===== config.mk =====
export PLATFORM = sky130hd
export DESIGN_NAME = sio_irq_arbiter
export DESIGN_NICKNAME = d
export VERILOG_FILES = /design/src/rtl/sio_irq_pkg.sv /design/src/rtl/sio_irq_state.sv /design/src/rtl/sio_irq_srcs.sv /design/src/rtl/sio_irq_prio.sv /design/src/rtl/sio_irq_arbiter.sv
export SDC_FILE = /design/constraint.sdc
export NUM_CORES = 1
export LEC_CHECK = 0
export ABC_AREA = 1
export BUFFER_PORTS_ARGS = -buffer_cell sky130_fd_sc_hd__buf_2
export CORE_MARGIN = 3
export CORE_UTILIZATION = 48
export CTS_CLUSTER_DIAMETER = 100
export CTS_CLUSTER_SIZE = 8
export DETAILED_ROUTE_END_ITERATION = 7
export GPL_ROUTABILITY_DRIVEN = 0
export HOLD_SLACK_MARGIN = 0.08
export PLACE_DENSITY = 0.83
export SYNTH_ARGS = -nofsm -noshare
export SYNTH_HDL_FRONTEND = slang
export SYNTH_SLANG_ARGS = --single-unit

===== constraint.sdc =====
create_clock -name clk -period 1.5 [get_ports clk]
set_input_delay 0.15 -clock clk [delete_from_list [all_inputs] [get_ports clk]]
set_output_delay 0.15 -clock clk [all_outputs]
set_load 0.01 [all_outputs]

===== src/rtl/sio_irq_pkg.sv =====
package sio_irq_pkg;

  typedef enum logic [3:0] {
    ID_MODEM   = 4'h0,
    ID_NONE    = 4'h1,
    ID_THRE    = 4'h2,
    ID_RXDATA  = 4'h4,
    ID_LINE    = 4'h6,
    ID_TIMEOUT = 4'hC
  } irq_id_e;

  localparam int NSRC = 5;

  localparam logic [2:0] ADDR_IER = 3'd1;
  localparam logic [2:0] ADDR_IIR = 3'd2;
  localparam logic [2:0] ADDR_LSR = 3'd5;

  // rank 0 is the highest priority
  function automatic logic [3:0] id_of_rank(input int rank);
    case (rank)
      0:       return ID_LINE;
      1:       return ID_TIMEOUT;
      2:       return ID_RXDATA;
      3:       return ID_THRE;
      default: return ID_MODEM;
    endcase
  endfunction

  function automatic int unsigned trig_bytes(input logic [1:0] sel);
    case (sel)
      2'd0:    return 1;
      2'd1:    return 4;
      2'd2:    return 8;
      default: return 14;
    endcase
  endfunction

endpackage


===== src/rtl/sio_irq_state.sv =====
module sio_irq_state (
  input  logic       clk,
  input  logic       rst_n,
  input  logic       ier_wr,
  input  logic [3:0] ier_wdata,
  input  logic       lsr_rd,
  input  logic       iir_rd_thre,
  input  logic       evt_overrun,
  input  logic       evt_break,
  input  logic       thr_empty,
  output logic [3:0] ier_q,
  output logic       ovr_q,
  output logic       brk_q,
  output logic       thr_pend_q,
  output logic       thr_rise
);
  logic thr_empty_d;

  assign thr_rise = thr_empty & ~thr_empty_d;

  always_ff @(posedge clk) begin
    if (!rst_n) begin
      ier_q       <= '0;
      ovr_q       <= 1'b0;
      brk_q       <= 1'b0;
      thr_pend_q  <= 1'b0;
      thr_empty_d <= 1'b0;
    end else begin
      thr_empty_d <= thr_empty;
      if (ier_wr) ier_q <= ier_wdata;
      // a new event in the read cycle survives the clear
      ovr_q <= (ovr_q & ~lsr_rd) | evt_overrun;
      brk_q <= (brk_q & ~lsr_rd) | evt_break;
      if (!thr_empty)                thr_pend_q <= 1'b0;
      else if (ier_wr || thr_rise)   thr_pend_q <= 1'b1;
      else if (iir_rd_thre)          thr_pend_q <= 1'b0;
    end
  end
endmodule


===== src/rtl/sio_irq_srcs.sv =====
module sio_irq_srcs
  import sio_irq_pkg::*;
#(
  parameter int CW = 5
) (
  input  logic [3:0]      ier,
  input  logic [3:0]      line_errs,
  input  logic            rx_ready,
  input  logic [CW-1:0]   rx_count,
  input  logic [1:0]      rx_trig_sel,
  input  logic            fifo_on,
  input  logic            rx_timeout,
  input  logic            thr_pend,
  input  logic [3:0]      modem_delta,
  output logic [NSRC-1:0] req
);
  logic trig_met;

  assign trig_met = !fifo_on || (32'(rx_count) >= trig_bytes(rx_trig_sel));

  assign req[0] = ier[2] & (|line_errs);
  assign req[1] = ier[0] & rx_timeout;
  assign req[2] = ier[0] & rx_ready & trig_met;
  assign req[3] = ier[1] & thr_pend;
  assign req[4] = ier[3] & (|modem_delta);
endmodule


===== src/rtl/sio_irq_prio.sv =====
module sio_irq_prio
  import sio_irq_pkg::*;
#(
  parameter int N = NSRC
) (
  input  logic [N-1:0] req,
  output logic [N-1:0] grant,
  output logic [3:0]   code
);
  logic [N:0] taken;

  assign taken[0] = 1'b0;

  for (genvar g = 0; g < N; g++) begin : g_rank
    assign grant[g]   = req[g] & ~taken[g];
    assign taken[g+1] = taken[g] | req[g];
  end

  always_comb begin
    code = ID_NONE;
    for (int i = 0; i < N; i++)
      if (grant[i]) code = id_of_rank(i);
  end
endmodule


===== src/rtl/sio_irq_arbiter.sv =====
module sio_irq_arbiter
  import sio_irq_pkg::*;
#(
  parameter int FIFO_DEPTH = 16,
  localparam int CW = $clog2(FIFO_DEPTH + 1)
) (
  input  logic          clk,
  input  logic          rst_n,
  input  logic [2:0]    bus_addr,
  input  logic [7:0]    bus_wdata,
  input  logic          bus_wr,
  input  logic          bus_rd,
  output logic [7:0]    bus_rdata,
  input  logic          err_evt_overrun,
  input  logic          err_evt_break,
  input  logic          rx_parity_err,
  input  logic          rx_frame_err,
  input  logic          rx_ready,
  input  logic [CW-1:0] rx_count,
  input  logic [1:0]    rx_trig_sel,
  input  logic          fifo_on,
  input  logic          rx_timeout,
  input  logic          thr_empty,
  input  logic [3:0]    modem_delta,
  output logic          irq,
  output logic [3:0]    iir_code
);
  // named internal events
  logic            ier_wr, lsr_rd, iir_rd, iir_rd_thre;
  logic [3:0]      ier_q;
  logic            ovr_q, brk_q, thr_pend_q, thr_rise;
  logic [3:0]      line_errs;
  logic [NSRC-1:0] req, grant;
  logic [3:0]      code_next;
  logic            wdata_hi_unused;

  assign wdata_hi_unused = ^bus_wdata[7:4];

  assign ier_wr      = bus_wr & (bus_addr == ADDR_IER);
  assign lsr_rd      = bus_rd & (bus_addr == ADDR_LSR);
  assign iir_rd      = bus_rd & (bus_addr == ADDR_IIR);
  assign iir_rd_thre = iir_rd & (iir_code == ID_THRE);
  assign line_errs   = {brk_q, rx_frame_err, rx_parity_err, ovr_q};

  sio_irq_state u_state (
    .clk         (clk),
    .rst_n       (rst_n),
    .ier_wr      (ier_wr),
    .ier_wdata   (bus_wdata[3:0]),
    .lsr_rd      (lsr_rd),
    .iir_rd_thre (iir_rd_thre),
    .evt_overrun (err_evt_overrun),
    .evt_break   (err_evt_break),
    .thr_empty   (thr_empty),
    .ier_q       (ier_q),
    .ovr_q       (ovr_q),
    .brk_q       (brk_q),
    .thr_pend_q  (thr_pend_q),
    .thr_rise    (thr_rise)
  );

  sio_irq_srcs #(.CW(CW)) u_srcs (
    .ier         (ier_q),
    .line_errs   (line_errs),
    .rx_ready    (rx_ready),
    .rx_count    (rx_count),
    .rx_trig_sel (rx_trig_sel),
    .fifo_on     (fifo_on),
    .rx_timeout  (rx_timeout),
    .thr_pend    (thr_pend_q),
    .modem_delta (modem_delta),
    .req         (req)
  );

  sio_irq_prio #(.N(NSRC)) u_prio (
    .req   (req),
    .grant (grant),
    .code  (code_next)
  );

  always_ff @(posedge clk) begin
    if (!rst_n) begin
      iir_code  <= ID_NONE;
      irq       <= 1'b0;
      bus_rdata <= '0;
    end else begin
      iir_code <= code_next;
      irq      <= (code_next != ID_NONE);
      if (bus_rd) begin
        case (bus_addr)
          ADDR_IER: bus_rdata <= {4'b0000, ier_q};
          ADDR_IIR: bus_rdata <= {{2{fifo_on}}, 2'b00, iir_code};
          ADDR_LSR: bus_rdata <= {2'b00, thr_empty, brk_q, rx_frame_err,
                                  rx_parity_err, ovr_q, rx_ready};
          default:  bus_rdata <= '0;
        endcase
      end
    end
  end
endmodule


Word-level counts from Yosys, hierarchy flattened
Cells that the tools add are included. W data, S select, Z words.

Register bits after elaboration: 21. Input port bits: 34. Output and inout bits: 13. Logic and storage cells: 61.

Order comparisons: 1. Equality and inequality tests: 7. Multiplexer cells: 9. Bitwise logic cells: 28. Reductions and logical operators: 8.

Operators by type and width (number): $pmux W8 S3 (1); $and A1 B1 Y1 (17); $mux W4 (4); $pmux W4 S3 (1); $reduce_or A4 Y1 (2); $not A1 Y1 (6); $ge A5 B4 Y1 (1); $or A1 B1 Y1 (5); $eq A4 B2 Y1 const B (1); $ne A4 B1 Y1 const B (1); $eq A3 B1 Y1 const B (1); $eq A3 B2 Y1 const B (1); $eq A3 B3 Y1 const B (1); $mux W3 (1); $eq A2 B1 Y1 const B (1); $eq A2 B2 Y1 const B (1); $logic_not A2 Y1 (1); $logic_or A1 B1 Y1 (2); $mux W1 (2); $reduce_and A2 Y1 (1); $reduce_bool A2 Y1 (1); $logic_not A1 Y1 (1).

Depth between registers and ports, before layout
Gate-level depths: netlist of the first run.

Word-level depth: 11. Gate-level depth with buffers: 10.

By module
A second synthesis of the first run with hierarchy kept.

Cells, all modules: 161. Area, all modules: 1071.0 um^2.

By module, submodules not included: sio_irq_arbiter (times used 1, cells an instance 73, area each 536.8 um^2, seq. area each 240.2 um^2); sio_irq_state (times used 1, cells an instance 37, area each 282.8 um^2, seq. area each 160.2 um^2); sio_irq_srcs (times used 1, cells an instance 34, area each 172.7 um^2, seq. area each 0.0 um^2); sio_irq_prio (times used 1, cells an instance 17, area each 78.8 um^2, seq. area each 0.0 um^2).

Least setup slack after synthesis of the first run
No wires, ideal clock.

Path type: input to register. From: input port rx_trig_sel[0]. To: register irq. Data arrival time: 921 ps. Data required time: 1390 ps. Path slack: 469 ps. Stages on the path: 10. Cells stage by stage: nor2_1 ha_1 inv_1 nand2_1 nand3_1 nand3_1 nand2_1 nand4_1 nand2_1 inv_1.

Cells in the longest elaborated chain, start to end: 11. Elaborated cells on any way between the ends: 18. Those cells by class: order compare (1); eq/ne (3); mux (4); bitwise (8); reduce/logical (2).

Ends and longest elaborated chain: start: declaration (RTL line sio_irq_arbiter.sv:20) `input logic [1:0] rx_trig_sel,`; $eq A2 B2 Y1 (tied with other cells) (RTL line sio_irq_pkg.sv:30) `case (sel)`; $pmux W4 S3 (*) (RTL line sio_irq_pkg.sv:30); $ge A5 B4 Y1 (*) (RTL line sio_irq_srcs.sv:19) `assign trig_met = !fifo_on || (32'(rx_count) >= trig_bytes(rx_trig_sel));`; $logic_or A1 B1 Y1 (*) (RTL line sio_irq_srcs.sv:19); $and A1 B1 Y1 (*) (RTL line sio_irq_srcs.sv:23) `assign req[2] = ier[0] & rx_ready & trig_met;`; $or A1 B1 Y1 (RTL line sio_irq_prio.sv:16) `assign taken[g+1] = taken[g] | req[g];`; $not A1 Y1 / $or A1 B1 Y1 (equally long branches) (RTL line sio_irq_prio.sv:15, sio_irq_prio.sv:16); $and A1 B1 Y1 / $not A1 Y1 (equally long branches) (RTL line sio_irq_prio.sv:15) `assign grant[g] = req[g] & ~taken[g];`; $mux W4 / $and A1 B1 Y1 (equally long branches) (RTL line sio_irq_prio.sv:22, sio_irq_prio.sv:15); $mux W4 (*) (RTL line sio_irq_prio.sv:22) `if (grant[i]) code = id_of_rank(i);`; $ne A4 B1 Y1 (*) (RTL line sio_irq_arbiter.sv:88) `irq <= (code_next != ID_NONE);`; end signal: assignment (RTL line sio_irq_arbiter.sv:88); end: declaration (RTL line sio_irq_arbiter.sv:25) `output logic irq,`.

Mark *: on every way between the ends. The rest lies on a longest branch, timed or not. A chain may end at the register's enable or synchronous reset.

Worst setup path in the final report of the first run
From: register u_state.ovr_q. To: register irq.

Cells in the longest elaborated chain, start to end: 9. Elaborated cells on any way between the ends: 19. Those cells by class: eq/ne (1); mux (5); bitwise (12); reduce/logical (1).

Ends and longest elaborated chain: start: declaration (RTL line sio_irq_state.sv:12) `output logic ovr_q,`; start signal: assignment (RTL line sio_irq_state.sv:32) `ovr_q <= (ovr_q & ~lsr_rd) | evt_overrun;`; $reduce_or A4 Y1 (*) (RTL line sio_irq_srcs.sv:21) `assign req[0] = ier[2] & (|line_errs);`; $and A1 B1 Y1 (*) (RTL line sio_irq_srcs.sv:21); $not A1 Y1 / $or A1 B1 Y1 (equally long branches) (RTL line sio_irq_prio.sv:15, sio_irq_prio.sv:16); $and A1 B1 Y1 (tied with other cells) (RTL line sio_irq_prio.sv:15); $mux W4 (tied with other cells) (2 in series) (RTL line sio_irq_prio.sv:22); $mux W4 / $and A1 B1 Y1 (equally long branches) (RTL line sio_irq_prio.sv:22, sio_irq_prio.sv:15); $mux W4 (*) (RTL line sio_irq_prio.sv:22); $ne A4 B1 Y1 (*) (RTL line sio_irq_arbiter.sv:88).

Marked as above.

==> flow_summary.ini, run 1 <==
[synthesis]
yosysTopAreaCell = dfxtp_1
synth_nets = 177
synth.distinct_cells = 21
netlist_instances = 139
ys_warn_count = 0
synthTopCellsByArea = dfxtp_1 (41%), nand2_1 (14%), nor2_1 (8.5%)
synth_area_sq_um = 973
synth-seq-cells = 20
synth_area_per_cell_sq_um = 7.00
ys_seq_area_share_pct = 41.1
synth_top_area_share_pct = 41.1

[timing]
setup_viol = 0
holdWs_ns = 0.0936
rsz0062_at_grt = no
min_period_ns = 1.06
skew_ns = 0.00133
period_share_pct = 70.7
max_freq_ghz = 0.943
setup_tns_ns = 0
slew_viol_final = 0
report.final.hold_viol_count = 0
slew_headroom_pct = 72.6
tightest_slew_ns = 0.410
setup_ws_ns = 0.440

[clock_tree]
hold_buffers = 2
clockBufferDepth = 2
htreeDepth = 1
cts_root_buf = clkbuf_4
numCtsBuffers = 3
clkLatencyLatePin_ns = 0.30
cts.clk_slew.worst_paths_ns = 0.11
cts_setup_buffers = 0
clock-sinks = 20
post_cts_resized = 0
cts_tree = yes

[floorplanning]
die_area_sq_um = 2600
start_util_pct = 53.5
io-pin-count = 47
die_w_um = 51.0
std_cell_rows = 15
die_y_um = 51.0
core_sq_um = 1820

[placed_design]
portBuffers = 42
postPlaceCellArea_sq_um = 1200
dpl.hpwl_um = 1870
post-place-ws_ns = 0.231
dp.cells = 204

[critical_path]
endpoint_kind = flop
crit_chain = nor2_1, nand2_1, a21oi_2, nand4_1, nand2_1, inv_1
slowest_delay_ns = 0.35
required_ns = 1.71
critPathLaunch = u_state.ovr_q
critical_path_class = flop to flop
path_common_cell = nand2_1
r2r-start = u_state.ovr_q
critPathArrivalTime_ns = 1.27
cpMaxStageDelayCell = dfxtp_1
crit_fanout = 3
r2r_setup_slack_ns = 0.44
start_kind = flop

[cells_and_area]
postLayoutCellArea_sq_um = 1260
nFillCells = 166
nets = 224
instances_no_fill = 210
final_util_pct = 69.0
syn_to_final_growth_pct = 29.0
n_antenna_cell = 0
drive_gt1_share_pct = 29.7

[route]
drc = 0
vias = 1040
postRouteAntennaNets = 0
drt_wl_total_um = 2290
wl_per_cell_um = 10.9
routed_via_density = 4.95
drt_iter0_markers = 19
firstDrtPassIters = 4

[global_route]
grt_pass1_vias = 931
antenna_found_initial = 0
grt_pass1_wl_um = 3730
grt_max_degree = 12
grtUsageTotal_pct = 18.6
overflow = 0

[pwr]
powerDensity_nw_per_um2 = 814
peakVddDrop_mv = 0.748
power.total_mw = 1.02
leakage_nw = 0.695

[min_path]
min_from = thr_empty
hold_path_class = primary input to flop

[outcome]
status = finished, final reports clean

[run]
cap_violations = 0
placed cells by master (no fill, tap or decap):
cell type	count
nand2_1	37
nor2_1	22
inv_1	19
a21oi_1	5
nor3b_1	1
ha_1	4
dlygate4sd3_1	2
nand4_1	1
buf_2	42
clkbuf_8	1
dfxtp_1	20
o21ai_0	7
nor2_4	1
nand3_2	1
o21ai_2	1
clkinv_2	1
a22o_1	2
o21ai_1	2
a21oi_2	2
clkbuf_4	3
a32o_1	1
nand2_2	2
nand3_1	7
inv_2	1
power breakdown:
part	switching, mW	total, mW	internal, mW
Clock	0.159	0.307	0.148
Sequential	0.0133	0.563	0.550
Combinational	0.0833	0.153	0.0693
Total	0.255	1.02	0.767
final cells by class:
| cell class | count | area [sq um] | area share [%] |
|---|---|---|---|
| multi-input combinational | 96 | 478 | 38.0 |
| sequential | 20 | 400 | 31.9 |
| timing repair buffer | 44 | 230 | 18.3 |
| inverter | 21 | 80.1 | 6.37 |
| clock buffer | 4 | 36.3 | 2.89 |
| tap | 25 | 31.3 | 2.49 |
per-layer routing:
| layer | vias to the layer above | routed length (um) | GRT usage (%) |
|---|---|---|---|
| li1 | 529 | - | - |
| met1 | 471 | 941 | 20.9 |
| met2 | 36 | 1180 | 34.8 |
| met3 | 4 | 155 | 5.54 |
| met4 | 0 | 12 | 3.14 |
| met5 | - | 0 | 0 |
state kept, by name (all words and copies together) (netlist names):
register / count
bus_rdata: 7
u_state.thr_pend_q: 1
u_state.brk_q: 1
u_state.ovr_q: 1
irq: 1
u_state.thr_empty_d: 1
u_state.ier_q: 4
iir_code: 4
worst max-delay path, delay by kind of cell (launching register included):
| kind | cells | cell delay, ns |
|---|---|---|
| buffers and inverters | 1 | 0.04 |
| AOI/OAI and AO/OA | 1 | 0.18 |
| and+or+nand+nor | 4 | 0.41 |
| DFF | 1 | 0.35 |
synth_stat cells:
library cell / number
nand2_1: 37
o21ai_0: 7
inv_1: 19
o21ai_2: 1
ha_1: 4
nand4_1: 1
nand3_2: 1
a21oi_2: 2
a22o_1: 2
a32o_1: 1
buf_4: 2
a21oi_1: 5
clkinv_2: 1
nand2_2: 2
dfxtp_1: 20
nor3b_1: 1
nor2_4: 1
o21ai_1: 2
nor2_1: 22
nand3_1: 7
inv_2: 1
kinds of logic after synthesis:
logic type,synth area share (%)
compound gates,12.7
fa+ha+maj,5.14
buf+inv,9.77
flops,41.1
simple gates,31.2
worst paths after layout:
path	to	cells after the start
hold reg to reg	bus_rdata[2]	2
setup / recovery	irq	6
hold / removal	u_state.thr_empty_d	3
setup reg to reg	irq	6
(Power assumes the default switching activity.)
==> run 2, diff against run 1 <==
--- a/config.mk
+++ b/config.mk
@@ -8,13 +8,13 @@
 export ABC_AREA = 1
 export BUFFER_PORTS_ARGS = -buffer_cell sky130_fd_sc_hd__buf_2
 export CORE_MARGIN = 3
-export CORE_UTILIZATION = 48
+export CORE_UTILIZATION = 44
 export CTS_CLUSTER_DIAMETER = 100
 export CTS_CLUSTER_SIZE = 8
 export DETAILED_ROUTE_END_ITERATION = 7
 export GPL_ROUTABILITY_DRIVEN = 0
 export HOLD_SLACK_MARGIN = 0.08
-export PLACE_DENSITY = 0.83
+export PLACE_DENSITY = 0.77
 export SYNTH_ARGS = -nofsm -noshare
 export SYNTH_HDL_FRONTEND = slang
 export SYNTH_SLANG_ARGS = --single-unit
==> constraint.sdc (replaced) <==
create_clock -name clk -period 1.05 [get_ports clk]
set_input_delay 0.105 -clock clk [delete_from_list [all_inputs] [get_ports clk]]
set_output_delay 0.105 -clock clk [all_outputs]
set_load 0.01 [all_outputs]
==> flow_summary.ini, run 2 (same netlist as run 1, synthesis figures left out) <==
[route]
routed_via_density = 4.75
vias = 1049
firstDrtPassIters = 6
drc = 0
postRouteAntennaNets = 0
drt_wl_total_um = 2620
drt_iter0_markers = 26
wl_per_cell_um = 11.9

[placed_design]
portBuffers = 42
post-place-ws_ns = -0.180
dpl.hpwl_um = 1920
postPlaceCellArea_sq_um = 1220

[clock_tree]
cts_tree = yes
cts_root_buf = clkbuf_4
numCtsBuffers = 3
cts.clk_slew.worst_paths_ns = 0.13
clock-sinks = 20
htreeDepth = 1
clkLatencyLatePin_ns = 0.32
clockBufferDepth = 2

[critical_path]
crit_fanout = 3
start_kind = flop
critPathArrivalTime_ns = 1.29
r2r_setup_slack_ns = -0.01
reg2reg_depth = 6
critical_path_class = flop to flop
required_ns = 1.28
reg2reg_to = irq
endpoint_kind = flop
r2r-start = u_state.ovr_q

[global_route]
grt_max_degree = 13
grtUsageTotal_pct = 19.7
grt_pass1_vias = 988
grt_pass1_wl_um = 4070
antenna_found_initial = 0
overflow = 0

[timing]
slew_viol_final = 0
setup_ws_ns = -0.0137
skew_ns = 0.00988
period_share_pct = 101
max_freq_ghz = 0.940
setup_tns_ns = -0.0137
holdWs_ns = 0.0925
rsz0062_at_grt = yes
slew_headroom_pct = 69.0
min_period_ns = 1.06
setup_viol = 1
report.final.hold_viol_count = 0
tightest_slew_ns = 0.463

[floorplanning]
io-pin-count = 47
start_util_pct = 48.1
die_w_um = 53.0
die_y_um = 53.0
std_cell_rows = 16
core_sq_um = 2020
die_area_sq_um = 2810

[cells_and_area]
postLayoutCellArea_sq_um = 1370
nets = 233
n_antenna_cell = 0
final_cell_mix = buf_2 (42), nand2_1 (37), nor2_1 (22), inv_1 (19), dfxtp_1 (19)
largest-register = bus_rdata
final_common_cell = buf_2
drive_gt1_share_pct = 31.4
reg_top3 = bus_rdata (7), iir_code (4), u_state.ier_q (4)
syn_to_final_growth_pct = 40.4
largest_reg_flops = 7

[min_path]
whs_path_depth = 3
hold_path_class = primary input to flop
min_from = bus_rd
holdPathEnd = bus_rdata[2]

[pwr]
peakVddDrop_mv = 0.870
powerDensity_nw_per_um2 = 1250
leakage_nw = 0.741
power.total_mw = 1.71

[outcome]
status = finished, violations left
violations = negative setup slack

[run]
cap_violations = 0
-- run 2: changes by cell type in the layout (fill, tap and decap cells not counted), sizes merged --
cell | previous run | this run
dlygate4sd3 | 2 | 8
clkbuf | 4 | 3
buf | 42 | 45
bufinv | 0 | 1
-- run 2: area by class of cell --
class                   count  area (sq um)
fillers                   180           656
well taps                  27          33.8
clock inverters             1          30.0
repair buffers             53           313
flip-flops and latches     20           402
clock buffers               3          22.5
multi-input cells          96           485
inverters                  21          80.1
-- run 2: repair_timing --
action,in CTS,in global routing
hold buffers,8,0
endpoints found under the setup margin,0,3
setup buffers,0,1
gates resized for setup,0,3
endpoints found under the hold margin,9,0
-- run 2: how the worst max path moves through the flow --
stage,startpoint,endpoint,slack (ns),cells after the start
3_3_place_gp,rx_trig_sel[0],irq,-0.10,11
4_1_cts,u_state.ovr_q,irq,0.003,6
5_1_grt,u_state.ovr_q,irq,-0.07,6
3_5_place_dp,rx_trig_sel[0],irq,-0.18,11
2_1_floorplan,rx_trig_sel[0],irq,0.06,10
6_report,u_state.ovr_q,irq,-0.01,6
-- run 2: routing by layer --
metal  vias to the layer above  GRT usage (%)  wire length, um
met5                         -              0                0
met4                         0           8.09               60
met3                         4           4.23              161
met2                        40           37.6             1300
met1                       457           20.5             1100
li1                        548              -                -
-- run 2: stage by stage --
step                      std cells  util [%]
after floorplan                 139         -
after detailed placement        208      60.2
after global routing            221      67.6
final                           221      67.6
after CTS                       220      66.8
after global placement          208      60.2
-- run 2: worst max-delay path, stage by stage (launching register included) --
cell and delay [ns]:
dfxtp_2 0.35, nor2_1 0.10, nand2_1 0.10, a21oi_2 0.19, nand4_1 0.10, nand2_1 0.09, inv_1 0.04
-- run 2: where the power goes --
group | leakage [nW] | internal [mW] | switching [mW]
logic | 0.550 | 0.121 | 0.129
clock network | 0.0279 | 0.387 | 0.268
registers | 0.163 | 0.786 | 0.0180
total | 0.741 | 1.29 | 0.415
